`config.mk`:
```
export PLATFORM = sky130hd
export DESIGN_NAME = usb_dma_overrun_resp
export DESIGN_NICKNAME = d
export VERILOG_FILES = /design/src/rtl/usbovr_pkg.sv /design/src/rtl/ovr_clip_ctr.sv /design/src/rtl/ovr_err_status.sv /design/src/rtl/ovr_resp_fsm.sv /design/src/rtl/usb_dma_overrun_resp.sv
export SDC_FILE = /design/constraint.sdc
export NUM_CORES = 1
export LEC_CHECK = 0
export ABC_CLOCK_PERIOD_IN_PS = 3050
export BUFFER_PORTS_ARGS = -buffer_cell sky130_fd_sc_hd__buf_4
export CAP_MARGIN = 20
export CORE_MARGIN = 2
export CORE_UTILIZATION = 45
export CTS_CLUSTER_DIAMETER = 50
export DETAILED_ROUTE_END_ITERATION = 12
export PLACE_DENSITY = 0.86
export SLEW_MARGIN = 10
export SYNTH_ARGS = -nofsm -noshare
export SYNTH_HDL_FRONTEND = slang
export SYNTH_HIERARCHICAL = 1
export SYNTH_SLANG_ARGS = --single-unit
```
`constraint.sdc`:
```
create_clock -name clk -period 3.05 [get_ports clk]
set_clock_uncertainty 0.1 [all_clocks]
set_input_delay 0.1525 -clock clk [delete_from_list [all_inputs] [get_ports clk]]
set_output_delay 0.1525 -clock clk [all_outputs]
set_load 0.01 [all_outputs]
```
`src/rtl/usbovr_pkg.sv`:
```
package usbovr_pkg;

    typedef enum logic [1:0] {
        ST_IDLE   = 2'd0,
        ST_RECV   = 2'd1,
        ST_REPORT = 2'd2
    } ovr_state_e;

    localparam logic [3:0] PID_LATENCY = 4'b1111;

endpackage

```
`src/rtl/ovr_clip_ctr.sv`:
```
module ovr_clip_ctr #(
    parameter int LEN_W = 11
) (
    input  logic             clk,
    input  logic             rst_n,
    input  logic             beat,
    input  logic             eop_beat,
    input  logic [LEN_W-1:0] max_pkt,
    output logic             we,
    output logic [LEN_W-1:0] offset,
    output logic             over_beat,
    output logic [LEN_W-1:0] stored_after
);

    logic [LEN_W-1:0] cnt_q;
    logic             room;

    assign room         = (cnt_q < max_pkt);
    assign we           = beat && room;
    assign over_beat    = beat && !room;
    assign offset       = cnt_q;
    assign stored_after = cnt_q + {{(LEN_W-1){1'b0}}, we};

    always_ff @(posedge clk or negedge rst_n) begin
        if (!rst_n) begin
            cnt_q <= '0;
        end else if (eop_beat) begin
            cnt_q <= '0;
        end else if (we) begin
            cnt_q <= cnt_q + 1'b1;
        end
    end

endmodule

```
`src/rtl/ovr_err_status.sv`:
```
module ovr_err_status (
    input  logic clk,
    input  logic rst_n,
    input  logic set,
    input  logic wr,
    input  logic wdata,
    output logic stat
);

    always_ff @(posedge clk or negedge rst_n) begin
        if (!rst_n) begin
            stat <= 1'b0;
        end else if (set) begin
            stat <= 1'b1;
        end else if (wr && wdata) begin
            stat <= 1'b0;
        end
    end

    // sticky unless a write-one arrives without a concurrent set
    a_r3_sticky: assert property (@(posedge clk) disable iff (!rst_n)
        (stat && !(wr && wdata)) |=> stat);

    a_r3_set_visible: assert property (@(posedge clk) disable iff (!rst_n)
        set |=> stat);

endmodule

```
`src/rtl/ovr_resp_fsm.sv`:
```
module ovr_resp_fsm
    import usbovr_pkg::*;
#(
    parameter int LEN_W = 11
) (
    input  logic             clk,
    input  logic             rst_n,
    input  logic             beat,
    input  logic             eop,
    input  logic             lat_err,
    input  logic             host_mode,
    input  logic [3:0]       tok_pid,
    input  logic             over_beat,
    input  logic [LEN_W-1:0] stored_after,
    input  logic             dma_err_en,
    input  logic             err_int_en,
    output logic             eop_beat,
    output logic             err_set,
    output logic             wb_valid,
    output logic             tok_done,
    output logic [3:0]       wb_pid,
    output logic [LEN_W-1:0] wb_len,
    output logic             err_irq
);

    ovr_state_e       state_q, state_d;
    logic             lat_q, over_q;
    logic             in_pkt, lat_now, over_now;
    logic             r_lat, r_err, r_host;
    logic [3:0]       r_pid;
    logic [LEN_W-1:0] r_len;

    assign eop_beat = beat && eop;
    assign in_pkt   = beat || (state_q == ST_RECV);
    assign lat_now  = lat_q || (lat_err && in_pkt);
    assign over_now = over_q || over_beat;
    assign err_set  = eop_beat && (lat_now || over_now);

    // next state
    always_comb begin
        state_d = state_q;
        unique case (state_q)
            ST_IDLE, ST_REPORT: begin
                if (beat) state_d = eop ? ST_REPORT : ST_RECV;
                else      state_d = ST_IDLE;
            end
            ST_RECV: begin
                if (eop_beat) state_d = ST_REPORT;
            end
            default: state_d = ST_IDLE;
        endcase
    end

    // state register
    always_ff @(posedge clk or negedge rst_n) begin
        if (!rst_n) state_q <= ST_IDLE;
        else        state_q <= state_d;
    end

    // per-packet error tracking and result capture
    always_ff @(posedge clk or negedge rst_n) begin
        if (!rst_n) begin
            lat_q  <= 1'b0;
            over_q <= 1'b0;
            r_lat  <= 1'b0;
            r_err  <= 1'b0;
            r_host <= 1'b0;
            r_pid  <= '0;
            r_len  <= '0;
        end else if (eop_beat) begin
            lat_q  <= 1'b0;
            over_q <= 1'b0;
            r_lat  <= lat_now;
            r_err  <= lat_now || over_now;
            r_host <= host_mode;
            r_pid  <= tok_pid;
            r_len  <= stored_after;
        end else begin
            lat_q  <= lat_now;
            over_q <= over_now;
        end
    end

    // outputs
    always_comb begin
        wb_valid = 1'b0;
        tok_done = 1'b0;
        err_irq  = 1'b0;
        wb_pid   = r_lat ? PID_LATENCY : r_pid;
        wb_len   = r_len;
        unique case (state_q)
            ST_REPORT: begin
                wb_valid = !(r_lat && !r_host);
                tok_done = !(r_lat && !r_host);
                err_irq  = r_err && dma_err_en && err_int_en;
            end
            default: ;
        endcase
    end

endmodule

```
`src/rtl/usb_dma_overrun_resp.sv`:
```
module usb_dma_overrun_resp #(
    parameter int LEN_W = 11
) (
    input  logic             clk,
    input  logic             rst_n,
    input  logic             host_mode,
    input  logic [LEN_W-1:0] max_pkt,
    input  logic             rx_valid,
    input  logic [7:0]       rx_data,
    input  logic             rx_eop,
    input  logic [3:0]       tok_pid,
    input  logic             lat_err,
    input  logic             dma_err_en,
    input  logic             err_int_en,
    input  logic             stat_wr,
    input  logic             stat_wdata,
    output logic             mem_we,
    output logic [LEN_W-1:0] mem_offset,
    output logic [7:0]       mem_data,
    output logic             wb_valid,
    output logic [3:0]       wb_pid,
    output logic [LEN_W-1:0] wb_len,
    output logic             tok_done,
    output logic             dma_err_stat,
    output logic             err_irq
);

    logic             eop_beat, over_beat, err_set;
    logic [LEN_W-1:0] stored_after;

    assign mem_data = rx_data;

    ovr_clip_ctr #(.LEN_W(LEN_W)) u_clip (
        .clk          (clk),
        .rst_n        (rst_n),
        .beat         (rx_valid),
        .eop_beat     (eop_beat),
        .max_pkt      (max_pkt),
        .we           (mem_we),
        .offset       (mem_offset),
        .over_beat    (over_beat),
        .stored_after (stored_after)
    );

    ovr_resp_fsm #(.LEN_W(LEN_W)) u_fsm (
        .clk          (clk),
        .rst_n        (rst_n),
        .beat         (rx_valid),
        .eop          (rx_eop),
        .lat_err      (lat_err),
        .host_mode    (host_mode),
        .tok_pid      (tok_pid),
        .over_beat    (over_beat),
        .stored_after (stored_after),
        .dma_err_en   (dma_err_en),
        .err_int_en   (err_int_en),
        .eop_beat     (eop_beat),
        .err_set      (err_set),
        .wb_valid     (wb_valid),
        .tok_done     (tok_done),
        .wb_pid       (wb_pid),
        .wb_len       (wb_len),
        .err_irq      (err_irq)
    );

    ovr_err_status u_stat (
        .clk   (clk),
        .rst_n (rst_n),
        .set   (err_set),
        .wr    (stat_wr),
        .wdata (stat_wdata),
        .stat  (dma_err_stat)
    );

    // interrupt only with the error flag raised and both enables on
    a_r4_irq_gate: assert property (@(posedge clk) disable iff (!rst_n)
        err_irq |-> (dma_err_stat && dma_err_en && err_int_en));

    // host-mode latency overrun reported with the reserved PID
    a_r6_host_lat: assert property (@(posedge clk) disable iff (!rst_n)
        (rx_valid && rx_eop && lat_err && host_mode) |=> (tok_done && wb_pid == 4'b1111));

    // device-mode latency overrun is silent
    a_r7_dev_lat: assert property (@(posedge clk) disable iff (!rst_n)
        (rx_valid && rx_eop && lat_err && !host_mode) |=> (!tok_done && !wb_valid));

    // counting restarts after every end byte
    a_r8_restart: assert property (@(posedge clk) disable iff (!rst_n)
        (rx_valid && rx_eop) |=> (mem_offset == '0));

    // report pulses only follow an end byte
    a_r9_after_eop: assert property (@(posedge clk) disable iff (!rst_n)
        (tok_done || err_irq) |-> $past(rx_valid && rx_eop));

    // nothing is written at or beyond the size limit
    a_r1_clip: assert property (@(posedge clk) disable iff (!rst_n)
        (rx_valid && mem_offset >= max_pkt) |-> !mem_we);

endmodule

```
Word-level counts from Yosys, hierarchy flattened
Cells that the tools add are included.
{"block": "op_classes", "reduce_logical": 20, "addsub": 2, "n_lt_le_gt_ge": 1, "n_mux": 13, "eq_ne": 3}
{"op": "2-to-1 mux 11 bit", "n": 2}
{"op": "adder 11 x 1 -> 11 bit", "n": 1}
{"op": "adder 11 x 1 -> 11 bit, second input constant", "n": 1}
{"op": "< comparator 11 bit", "n": 1}
{"op": "logical AND 1 bit", "n": 9}
{"op": "2-to-1 mux 1 bit", "n": 6}
{"op": "2-to-1 mux 2 bit", "n": 3}
{"op": "logical OR 1 bit", "n": 4}
{"op": "2-to-1 mux 4 bit", "n": 1}
{"op": "case mux 2 bit (2 select lines)", "n": 1}
{"op": "nonzero test 2 bit", "n": 2}
{"op": "logical NOT 1 bit", "n": 3}
{"op": "== test 2 x 1 -> 1 bit, second input constant", "n": 1}
{"op": "== test 2 bit, second input constant", "n": 1}
{"op": "logical NOT 2 bit", "n": 1}
{"op": "inequality test 2 x 1 -> 1 bit, second input constant", "n": 1}
{"op": "OR reduction 2 bit", "n": 1}
{"block": "totals", "in_bits": 33, "regBits": 34}

Depth between registers and ports, before layout
Gate-level depths: netlist of the first run.
{"block": "depth", "ltp_word": 7, "mapped_depth": 11}

Hierarchy
The synthesis of the first run kept the hierarchy.
{"module": "ovr_clip_ctr", "area_each_um2": 1044.8, "n_inst": 1, "seq_area_each_um2": 275.3, "cells_per_inst": 116}
{"module": "ovr_resp_fsm", "area_each_um2": 957.2, "n_inst": 1, "seq_area_each_um2": 550.5, "cells_per_inst": 68}
{"module": "usb_dma_overrun_resp", "area_each_um2": 60.1, "n_inst": 1, "seq_area_each_um2": 0.0, "cells_per_inst": 8}
{"module": "ovr_err_status", "area_each_um2": 36.3, "n_inst": 1, "seq_area_each_um2": 25.0, "cells_per_inst": 3}

Least setup slack after synthesis of the first run
No wires, ideal clock.
{"block": "synth_path", "kind": "register to register", "from": "register u_clip.cnt_q[9], in the netlist u_clip/offset[9]", "to": "register u_fsm.r_len[8], in the netlist u_fsm/wb_len[8]", "setup_ns": 0.125, "arrival_time_ns": 2.837, "synth_period_minus_slack_ns": 3.062, "path_slack_ns": -0.012, "path_stages_with_launch": 11, "path_cell_list": "dfrtp_1 > ha_1 > a21oi_2 > nand2_1 > a221o_2 > a211oi_4 > ha_1 > ha_1 > nand3_1 > xnor2_1 > mux2_4"}
{"block": "synth_between", "elab_chain_cells": 3}
{"element": "start: declaration", "line_no": "ovr_clip_ctr.sv:15", "text": "logic [LEN_W-1:0] cnt_q;"}
{"element": "start signal: assignment", "line_no": "ovr_clip_ctr.sv:30", "text": "cnt_q <= cnt_q + 1'b1;"}
{"element": "< comparator 11 bit", "line_no": "ovr_clip_ctr.sv:18", "text": "assign room = (cnt_q < max_pkt);"}
{"element": "logical AND 1 bit", "line_no": "ovr_clip_ctr.sv:19", "text": "assign we = beat && room;"}
{"element": "net mem_we", "line_no": "usb_dma_overrun_resp.sv:17", "text": "output logic mem_we,"}
{"element": "adder 11 x 1 -> 11 bit", "line_no": "ovr_clip_ctr.sv:22", "text": "assign stored_after = cnt_q + {{(LEN_W-1){1'b0}}, we};"}
{"element": "net stored_after[8]", "line_no": "usb_dma_overrun_resp.sv:29", "text": "logic [LEN_W-1:0] stored_after;"}
{"element": "end signal: assignment", "line_no": "ovr_resp_fsm.sv:77", "text": "r_len <= stored_after;"}
{"element": "end: declaration", "line_no": "ovr_resp_fsm.sv:31", "text": "logic [LEN_W-1:0] r_len;"}
The timed path passes the listed nets, and every way through them passes these cells.
A chain may end at the register's enable or synchronous reset.

Worst setup path after layout of the first run
{"block": "layout_path", "from": "register u_clip.cnt_q[8], in the netlist u_clip/offset[8]", "to": "register u_fsm.r_len[8], in the netlist u_fsm/wb_len[8]"}
{"block": "layout_between", "elab_chain_cells": 3}
{"element": "< comparator 11 bit", "line_no": "ovr_clip_ctr.sv:18"}
{"element": "logical AND 1 bit", "line_no": "ovr_clip_ctr.sv:19"}
{"element": "adder 11 x 1 -> 11 bit *", "line_no": "ovr_clip_ctr.sv:22"}
{"element": "net stored_after[8]", "line_no": "usb_dma_overrun_resp.sv:29"}
The timed path passes the listed nets; every way through them passes the cells marked *.

==> results of run 1 <==
## metrics by stage
| step | power, mW | cells | hold WS (ps) |
|---|---|---|---|
| finish | 1.27 | 308 | 9.03 |
| global route | 1.35 | 308 | 6.26 |
| CTS | 1.29 | 307 | 1.28 |
| detailed placement | 0.943 | 296 | 26.8 |
| global placement | 0.928 | 296 | 20.8 |
| floorplan | 0.788 | 195 | -243 |
## placed cells by master, fill, tap and decap left out, types with 4 or more instances in the layout
cell type,n
sky130_fd_sc_hd__a21oi_1,9
sky130_fd_sc_hd__buf_4,63
sky130_fd_sc_hd__clkbuf_8,6
sky130_fd_sc_hd__dfrtp_1,34
sky130_fd_sc_hd__dlygate4sd3_1,4
sky130_fd_sc_hd__ha_1,12
sky130_fd_sc_hd__inv_1,12
sky130_fd_sc_hd__mux2_4,13
sky130_fd_sc_hd__nand2_1,8
sky130_fd_sc_hd__nand2b_1,4
sky130_fd_sc_hd__nand3_1,13
sky130_fd_sc_hd__nor2_1,20
sky130_fd_sc_hd__or2_2,4
sky130_fd_sc_hd__xnor2_1,13
## worst max-delay path by stage
| stage | cells after the start | end | slack [ps] |
|---|---|---|---|
| 6_report | 9 | u_fsm/wb_len[8]$_DFFE_PN0P_ | 210 |
| 5_1_grt | 9 | u_fsm/wb_len[8]$_DFFE_PN0P_ | 50 |
| 4_1_cts | 9 | u_fsm/wb_len[4]$_DFFE_PN0P_ | 160 |
| 3_5_place_dp | 9 | u_fsm/wb_len[4]$_DFFE_PN0P_ | 170 |
| 3_3_place_gp | 9 | u_fsm/wb_len[8]$_DFFE_PN0P_ | 250 |
| 2_1_floorplan | 10 | u_fsm/wb_len[8]$_DFFE_PN0P_ | 40 |
## per-layer routing
metal	up-vias	wire length [µm]	share of wire, %
li1	781	-	-
met1	737	1810	41
met2	60	2260	51
met3	4	336	7.6
met4	0	35	0.79
met5	-	0	0
## critical path, stage by stage, from the launching register on
cell                       delay, ps
sky130_fd_sc_hd__dfrtp_1         450
sky130_fd_sc_hd__ha_1            330
sky130_fd_sc_hd__and4_1          190
sky130_fd_sc_hd__a221o_2         440
sky130_fd_sc_hd__a211oi_4        190
sky130_fd_sc_hd__ha_1            270
sky130_fd_sc_hd__ha_2            270
sky130_fd_sc_hd__nand3_1         100
sky130_fd_sc_hd__xnor2_1         130
sky130_fd_sc_hd__mux2_4          260
## power breakdown
part           internal [mW]  total [mW]  switching, mW
Clock                  0.182       0.334          0.152
Sequential             0.506       0.546         0.0398
Combinational          0.204       0.391          0.187
## timing repair
action / 4_1_cts / 5_1_grt
endpoints found under the hold margin: 36 / 1
hold buffers: 3 / 1
setup buffers: 0 / 0
setup endpoints to repair: 0 / 2
resized for setup: 0 / 1
## area by class of cell
type | instances | area [µm²] | area share [%]
timing repair buffer | 67 | 513 | 19.4
tap | 52 | 65.1 | 2.46
clock inverter | 1 | 5.00 | 0.189
multi-input combinational | 134 | 1080 | 40.7
inverter | 13 | 51.3 | 1.94
sequential | 34 | 851 | 32.1
clock buffer | 7 | 86.3 | 3.26
## sequential cells by signal (all words and copies together) (netlist names)
name,flops
u_fsm/r_pid,4
u_fsm/r_host,1
u_fsm/over_q,1
u_stat/stat,1
u_fsm/r_lat,1
u_fsm/r_err,1
u_fsm/lat_q,1
u_fsm/state_q,2
u_fsm/wb_len,11
u_clip/offset,11
## cells by family after synthesis
family,Yosys count
adder cells (fa/ha/maj),13
AO/OA/AOI/OAI,26
AND/OR/NAND/NOR,61
flip-flops,34
buffers and inverters,27
multiplexers,19
XOR/XNOR,15
==> results.md, run 1 <==
Outcome:
- The flow ran to the end, and the final reports show no timing, DRC or antenna violations.

Yosys:
- Synthesis produced 195 cells.
- The post-synthesis simple-gate area fraction is 14.4%.
- The number of nets handed over by synthesis was 241.
- The cell with the most instances after synthesis is sky130_fd_sc_hd__dfrtp_1.
- Summing the sequential cell areas from Yosys gives 40.5% of the chip area.
- The count of flip-flops with a built-in enable after synthesis is 0.
- The synthesized design spends more area on one cell type than any other, namely sky130_fd_sc_hd__dfrtp_1.
- The mean area per synthesized cell is 10.8 µm².
- Summing the areas of all fa, ha and maj instances in the mapped netlist gives 7.75% of the synthesized area.
- For this run, the number of Yosys warnings is 6.
- Summing the areas of all xor and xnor instances in the mapped netlist gives 6.26% of the synthesized area.
- In the post-synthesis netlist, the biggest area contributors are sky130_fd_sc_hd__dfrtp_1 (41%), sky130_fd_sc_hd__mux2_4 (9.3%), sky130_fd_sc_hd__ha_1 (7.8%).
- The main combinational cell family by area after synthesis is simple AND/OR/NAND/NOR gates.
- The number of distinct standard cells referenced by the synthesized netlist is 42.
- The post-synthesis cell area is 0.00210 mm².
- The most used flip-flop cell after synthesis is sky130_fd_sc_hd__dfrtp_1.
- The fraction of synthesized cell area taken by the top area cell type is between 40% and 50%.
- After synthesis, the share of cell area in mux cells is approximately an eighth.
- The number of register bits inferred by synthesis is 34.
- By count the netlist is led by sky130_fd_sc_hd__dfrtp_1 (34), sky130_fd_sc_hd__nor2_1 (20).
- For this run, asynchronously set or reset flops after synthesis account for 100%.
- The area fraction in compound gates after synthesis is 10.4%.

STA:
- The number of pins with negative max-slew slack in the final report is 0.
- The relative max-transition margin is 68.3%.
- Setup repair after global routing left no endpoint under its margin.
- Setup violations remaining at the end of the flow were counted as 0.
- The post-route minimum period is between 2000 and 3000 ps.
- The final count of hold timing violations came to 0.
- Setup slack on the critical path of the routed design comes to 205 ps.
- Timing would allow up to around 350 MHz.
- The slew at the pin closest to its max-slew limit is 474 ps.
- The part of the cycle the worst path needs is 93.3%.
- For the final routed database, the setup TNS stands at 0 ps.

Critical path:
- In this run the worst path has a maximum fanout of 7.
- Tracing the worst setup path back leads to its startpoint at u_clip/offset[8]$_DFFE_PN0P_.
- The setup path with the least slack is of type flip-flop to flip-flop.
- The critical path arrival is 2920 ps.
- STA classifies the critical path endpoint as a flip-flop.
- The data required time of the critical path is 3120 ps.
- The critical path startpoint category is a flip-flop.
- The worst register-to-register path has a depth of 9.
- In this run the register-to-register setup slack is about 210 ps.
- In this run the critical register-to-register path is launched from u_clip/offset[8]$_DFFE_PN0P_.
- The end of the worst register-to-register path is u_fsm/wb_len[8]$_DFFE_PN0P_.

Clock tree:
- Clock tree synthesis found a total of 34 sinks.
- Clock latency on the worst-skew pair, taken at its later pin, is around 290 ps.
- The CTS H-tree depth is 2.
- The number of CTS-inserted buffers is 5.
- The clock-pin transition on the worst setup and hold timing paths is 60 ps.
- Clock tree synthesis selected as its root buffer the cell sky130_fd_sc_hd__clkbuf_8.
- The deepest clock path buffer count is 2.
- The TritonCTS clock tree is yes.

Finish:
- The fraction of layout instances using a drive strength above 1 is 39.5%.
- The synthesis-to-layout area growth is 26.2%.
- The total of fill cells in the finished design is 375.
- The antenna cell count is 0.
- The count of nets after finishing is between 300 and 400.
- Once layout is complete, the utilization of the core stands at 60.0%.
- The finished cells cover between 0.002 and 0.003 mm².

Job:
- The count of max-cap constraint violations is 0.

Global routing:
- For this run the aggregate overflow at the end of global routing stands at 0.
- Global routing consumed, on the met2 layer, between 30% and 40% of the routing resources.
- Global routing consumed, on the met3 layer, 4.72% of the routing resources.
- The global-route wire length before repair is 7460 µm.
- The number of global-route vias before repair was 1,614.
- The met1 capacity usage during global routing is 22.3%.
- The overall fraction of global-route tracks in use is a little under a fifth.
- The layer flagged by global routing as most heavily used is met2.
- The number of antenna violations at the first check in global routing is 0.
- The largest net degree at the start of global routing is 37.

Hold path:
- The endpoint of the worst hold path is u_fsm/r_host$_DFFE_PN0P_.
- The path type of the worst min-delay path is primary input to flip-flop.
- The origin of the worst min-delay path is host_mode.
- The worst hold path was traced through 3 stages.

Placement:
- Prior to clock tree synthesis, the placed netlist has a worst setup slack of 170 ps.
- Routability-driven placement finished with a final weighted congestion of 0.839.
- The cell area after placement is 0.00251 mm².
- Detailed placement finished with a half-perimeter wire length of about 3400 µm.
- During placement, the flow inserted port buffers numbering 55.

Power and ir drop:
- The maximum vdd ir drop is 0.209 mV.
- The leakage dissipation is 1.35 nW.
- Dividing total power by cell area gives a power density of 480 mW/mm².

Drt:
- The first detailed-routing pass took 4 iterations.
- Once detail routing completed, the nets flagged for antenna violations numbered 0.
- The initial detailed-routing violation count is 65.
- Dividing the detail-routed wire length by the instance count gives 14.4 µm.
- The average vias per placed instance is 5.14.
- The DRC violations left is 0.
- Across all layers, the routed design uses about 1,600 vias.
- For this block, the routed nets add up to 4440 µm of wire.

Floorplanning:
- The boundary pin count is 72.
- The initial utilization of the core area, before any placement, comes to 47.5%.
- The die height is 72.3 µm.
- The floorplan has 24 rows.
- The die width is 72.3 µm.
- The total die area is 0.00523 mm².
- The standard cell core area is roughly 0.0044 mm².
Power figures use the tool's default switching activity.
==> run 2, diff against run 1 <==
- ABC_AREA: not set -> 1
- CORE_UTILIZATION: 45 -> 46
- PLACE_DENSITY: 0.86 -> 0.8
==> run 2 against run 1 <==
  * First-iteration DRC count rose by 83%
  * Setup slack better by 200 ps
  * Hold slack worse by 7.8 ps
==> results.md, run 2 <==
STA:
- Setup repair after global routing left no endpoint under its margin.
- The final count of hold timing violations is 0.
- In this run the tightest slew margin relative to its limit is 52.5%.
- At the pin with the least slew margin, the transition time is 710 ps.
- The number of failing setup endpoints in the final timing report is 0.
- The post-route setup TNS is 0 ps.
- Derived from the worst setup path, the maximum achievable clock frequency is 378 MHz.
- The tightest hold path in the finished design has a slack of 1.21 ps.
- After layout, the minimum clock period comes to 2650 ps.
- The part of the cycle the worst path needs is roughly 87%.
- The number of pins with negative max-slew slack in the final report came to 0.
- The post-layout worst setup margin is 402 ps.

Placement:
- Detailed placement ended at an HPWL of 3620 µm.
- The weighted congestion reported at the end of routability-driven placement is 0.921.
- The number of buffers added on ports is 55.
- The setup slack at placement is 420 ps.

Drt:
- The first routing iteration left 119 violations.
- After detailed routing, the average wire length per cell comes to 12.5 µm.
- For this run, the detailed router's first-pass iteration total came to 4.
- The detail route stage leaves a number of antenna-violating nets equal to 0.
- In the routed layout, each cell is associated on average with a via count of approximately 4.8.
- The total via count in the routed design is a little under 2,000.
- The DRC violations left is 0.
- The aggregate routed wire length is 5020 µm.

Clock tree:
- Clock-pin slew was measured on the worst setup and hold paths at 80 ps.
- The clock latency at the later pin of the worst-skew pair is 290 ps.
- TritonCTS built the clock tree.
- Clock tree synthesis selected as its root buffer the cell sky130_fd_sc_hd__clkbuf_8.
- The clock passes through at most 2 buffers.
- The H-tree generated during clock tree synthesis spans 2 levels.
- Buffers inserted during clock tree synthesis total 5.
- Post-CTS repair changed the size of 0 cells.
- The clock sink count is 34.
- In this run the post-CTS setup repair buffer count came out at 0.

Critical path:
- The critical path arrival is 2720 ps.
- The type of the setup path with the least slack is flip-flop to flip-flop.
- The logic depth of the worst register-to-register path is 14.
- The most critical setup path has its startpoint at u_clip/offset[6]$_DFFE_PN0P_.
- The worst setup path is captured at a flip-flop.
- For flop-to-flop paths, the worst setup slack is 400 ps.
- The startpoint identified for the worst register-to-register timing path is u_clip/offset[6]$_DFFE_PN0P_.
- The worst setup path is launched from a flip-flop.
- The data required time of the critical path is around 3100 ps.
- Of all nets on the critical path, the largest fanout is 7.

Floorplanning:
- Row generation in the floorplan step produced 25 rows.
- The die covers 0.00536 mm².
- The floorplan step set the die height to 73.2 µm.
- 72 I/O pins were placed.
- Measured along the x axis, the die boundary spans 73.2 µm.
- The standard cell core area is 0.00466 mm².
- For this configuration, the core starts out at a cell density of 47.3%.

Global routing:
- In the global route stage, met2 resource usage came out at 33.4%.
- The number of global-route vias before repair is 1,905.
- Across every metal layer, demand over resource in global routing totals around a fifth.
- The met3 capacity usage during global routing is 3.87%.
- The largest net degree at the start of global routing is 35.
- The overall overflow remaining after global route is 0.
- The first global-routing pass estimated 8410 µm of wire.
- The number of antenna violations at the first check in global routing is 0.
- The most crowded layer after global routing is met2.
- In the global route stage, met1 resource usage came out at 26.8%.

Power and ir drop:
- The leakage dissipation is 1.60 nW.
- IR analysis of the VDD net gives a maximum drop of 0.294 mV.
- Power spread over the standard cell area amounts to 407 mW/mm².

Hold path:
- Counting instances, the worst hold path has a depth of 4.
- The path type of the worst min-delay path is primary input to flip-flop.
- The origin of the worst min-delay path is stat_wr.

Finish:
- The most frequent standard cell in the layout excluding fill and tap cells is sky130_fd_sc_hd__nand2_1.
- After filler insertion, the fill cell instance count of the layout stands at about 440.
- The repair_antennas step left the layout with diodes totalling 0.
- The count of nets after finishing is 394.
- In the final layout, the share of cells above drive strength 1 is a little under a quarter.
- The top cell types in the final layout, fill and taps aside, are sky130_fd_sc_hd__nand2_1 (107), sky130_fd_sc_hd__buf_4 (58), sky130_fd_sc_hd__inv_1 (38), sky130_fd_sc_hd__dfrtp_1 (34), sky130_fd_sc_hd__nand3_1 (28).
- Relative to the synthesized area, the layout overhead comes to 24.0%.

Yosys:
- The synthesized design contains 0 enable-type register cells.
- Counting flops with an async set or reset pin after synthesis yields a share of 100%.
- The most used flip-flop cell after synthesis is sky130_fd_sc_hd__dfrtp_1.
- The number of distinct standard cells referenced by the synthesized netlist is 26.
- Sorting the synthesized cells by how often they occur yields sky130_fd_sc_hd__nand2_1 (107), sky130_fd_sc_hd__inv_1 (38), sky130_fd_sc_hd__dfrtp_1 (34), sky130_fd_sc_hd__nand3_1 (28).
- Yosys attributes the largest share of cell area to sky130_fd_sc_hd__dfrtp_1 (39%), sky130_fd_sc_hd__nand2_1 (18%), sky130_fd_sc_hd__ha_1 (7.4%).
- The mean area per synthesized cell is 7.52 µm².
- The synthesized net count is between 300 and 400.
- The number of register bits inferred by synthesis is 34.
- The cell accounting for the most synthesized area is sky130_fd_sc_hd__dfrtp_1.
- The count of synthesis-stage warnings from yosys is 6.
- Sequential cells were found to cover between 30% and 40% of the synthesized design area.
- The fraction of synthesized cell area taken by the top area cell type is 38.6%.
- Among all cell types in the netlist, the one instantiated most often is sky130_fd_sc_hd__nand2_1.
- In this run the cell area of the synthesized design comes to 0.00220 mm².
- The instance count of the mapped netlist is 293.

Job:
- The count of max-cap constraint violations is 0.

Outcome:
- The run finished with clean final reports.
==> run 2: timing repair <==
action,in CTS,in global routing
endpoints found under the hold margin,40,0
endpoints found under the setup margin,0,0
hold buffers,7,0
==> run 2: worst paths after layout <==
check                                               end
max in group asynchronous    u_fsm/r_pid[2]$_DFFE_PN0P_
min in group asynchronous  u_clip/offset[6]$_DFFE_PN0P_
hold / removal                  u_stat/stat$_DFFE_PN0P_
setup reg to reg            u_fsm/wb_len[8]$_DFFE_PN0P_
setup / recovery            u_fsm/wb_len[8]$_DFFE_PN0P_
hold reg to reg              u_fsm/r_pid[0]$_DFFE_PN0P_
==> run 2: power breakdown <==
part	total, mW	internal (mW)	switching (mW)
Sequential	0.523	0.487	0.0356
Combinational	0.231	0.112	0.119
Clock	0.358	0.182	0.177
==> run 2: cell families (layout without fill, tap and decap cells) <==
group	Yosys count	count (layout)	synth area share, %
xor+xnor	16	16	6.36
buf+inv	57	113	13.2
fa+ha+maj	13	13	7.38
simple gates	164	164	32.2
flops	34	34	38.6
compound gates	9	9	2.27
==> run 2: layout make-up <==
cell class | count | area [µm²] | share of cell area, %
clock buffers | 6 | 82.6 | 3.02
repair buffers | 65 | 505 | 18.5
clock inverters | 2 | 12.5 | 0.458
multi-input cells | 202 | 1060 | 38.9
flip-flops and latches | 34 | 851 | 31.1
well taps | 54 | 67.6 | 2.47
inverters | 40 | 150 | 5.50
==> run 2: routing by layer <==
layer  routed length, µm  up-vias
met5                   0        -
met4                  64        0
met3                 283        7
met2                2330       52
met1                2340      906
li1                    -      989
==> run 2: critical path, stage by stage, from the launching register on <==
cell,delay (ps)
sky130_fd_sc_hd__dfrtp_1,490
sky130_fd_sc_hd__ha_1,360
sky130_fd_sc_hd__a21oi_1,150
sky130_fd_sc_hd__nand2_1,80
sky130_fd_sc_hd__nand2_1,90
sky130_fd_sc_hd__nand3_2,110
sky130_fd_sc_hd__nor2_4,100
sky130_fd_sc_hd__ha_1,220
sky130_fd_sc_hd__ha_1,260
sky130_fd_sc_hd__inv_1,60
sky130_fd_sc_hd__nor2_1,180
sky130_fd_sc_hd__nand2_1,90
sky130_fd_sc_hd__xnor2_1,120
sky130_fd_sc_hd__nand2_1,70
sky130_fd_sc_hd__nand2_1,50
==> run 2: metrics by stage <==
stage | utilization (%) | instances | cell area (µm²) | power, mW
after floorplan | - | 293 | 2200 | 0.661
after global placement | 55.1 | 388 | 2570 | 0.754
after detailed placement | 55.1 | 388 | 2570 | 0.758
after CTS | 58.6 | 403 | 2730 | 1.12
after global routing | 58.6 | 403 | 2730 | 1.17
final | 58.6 | 403 | 2730 | 1.11
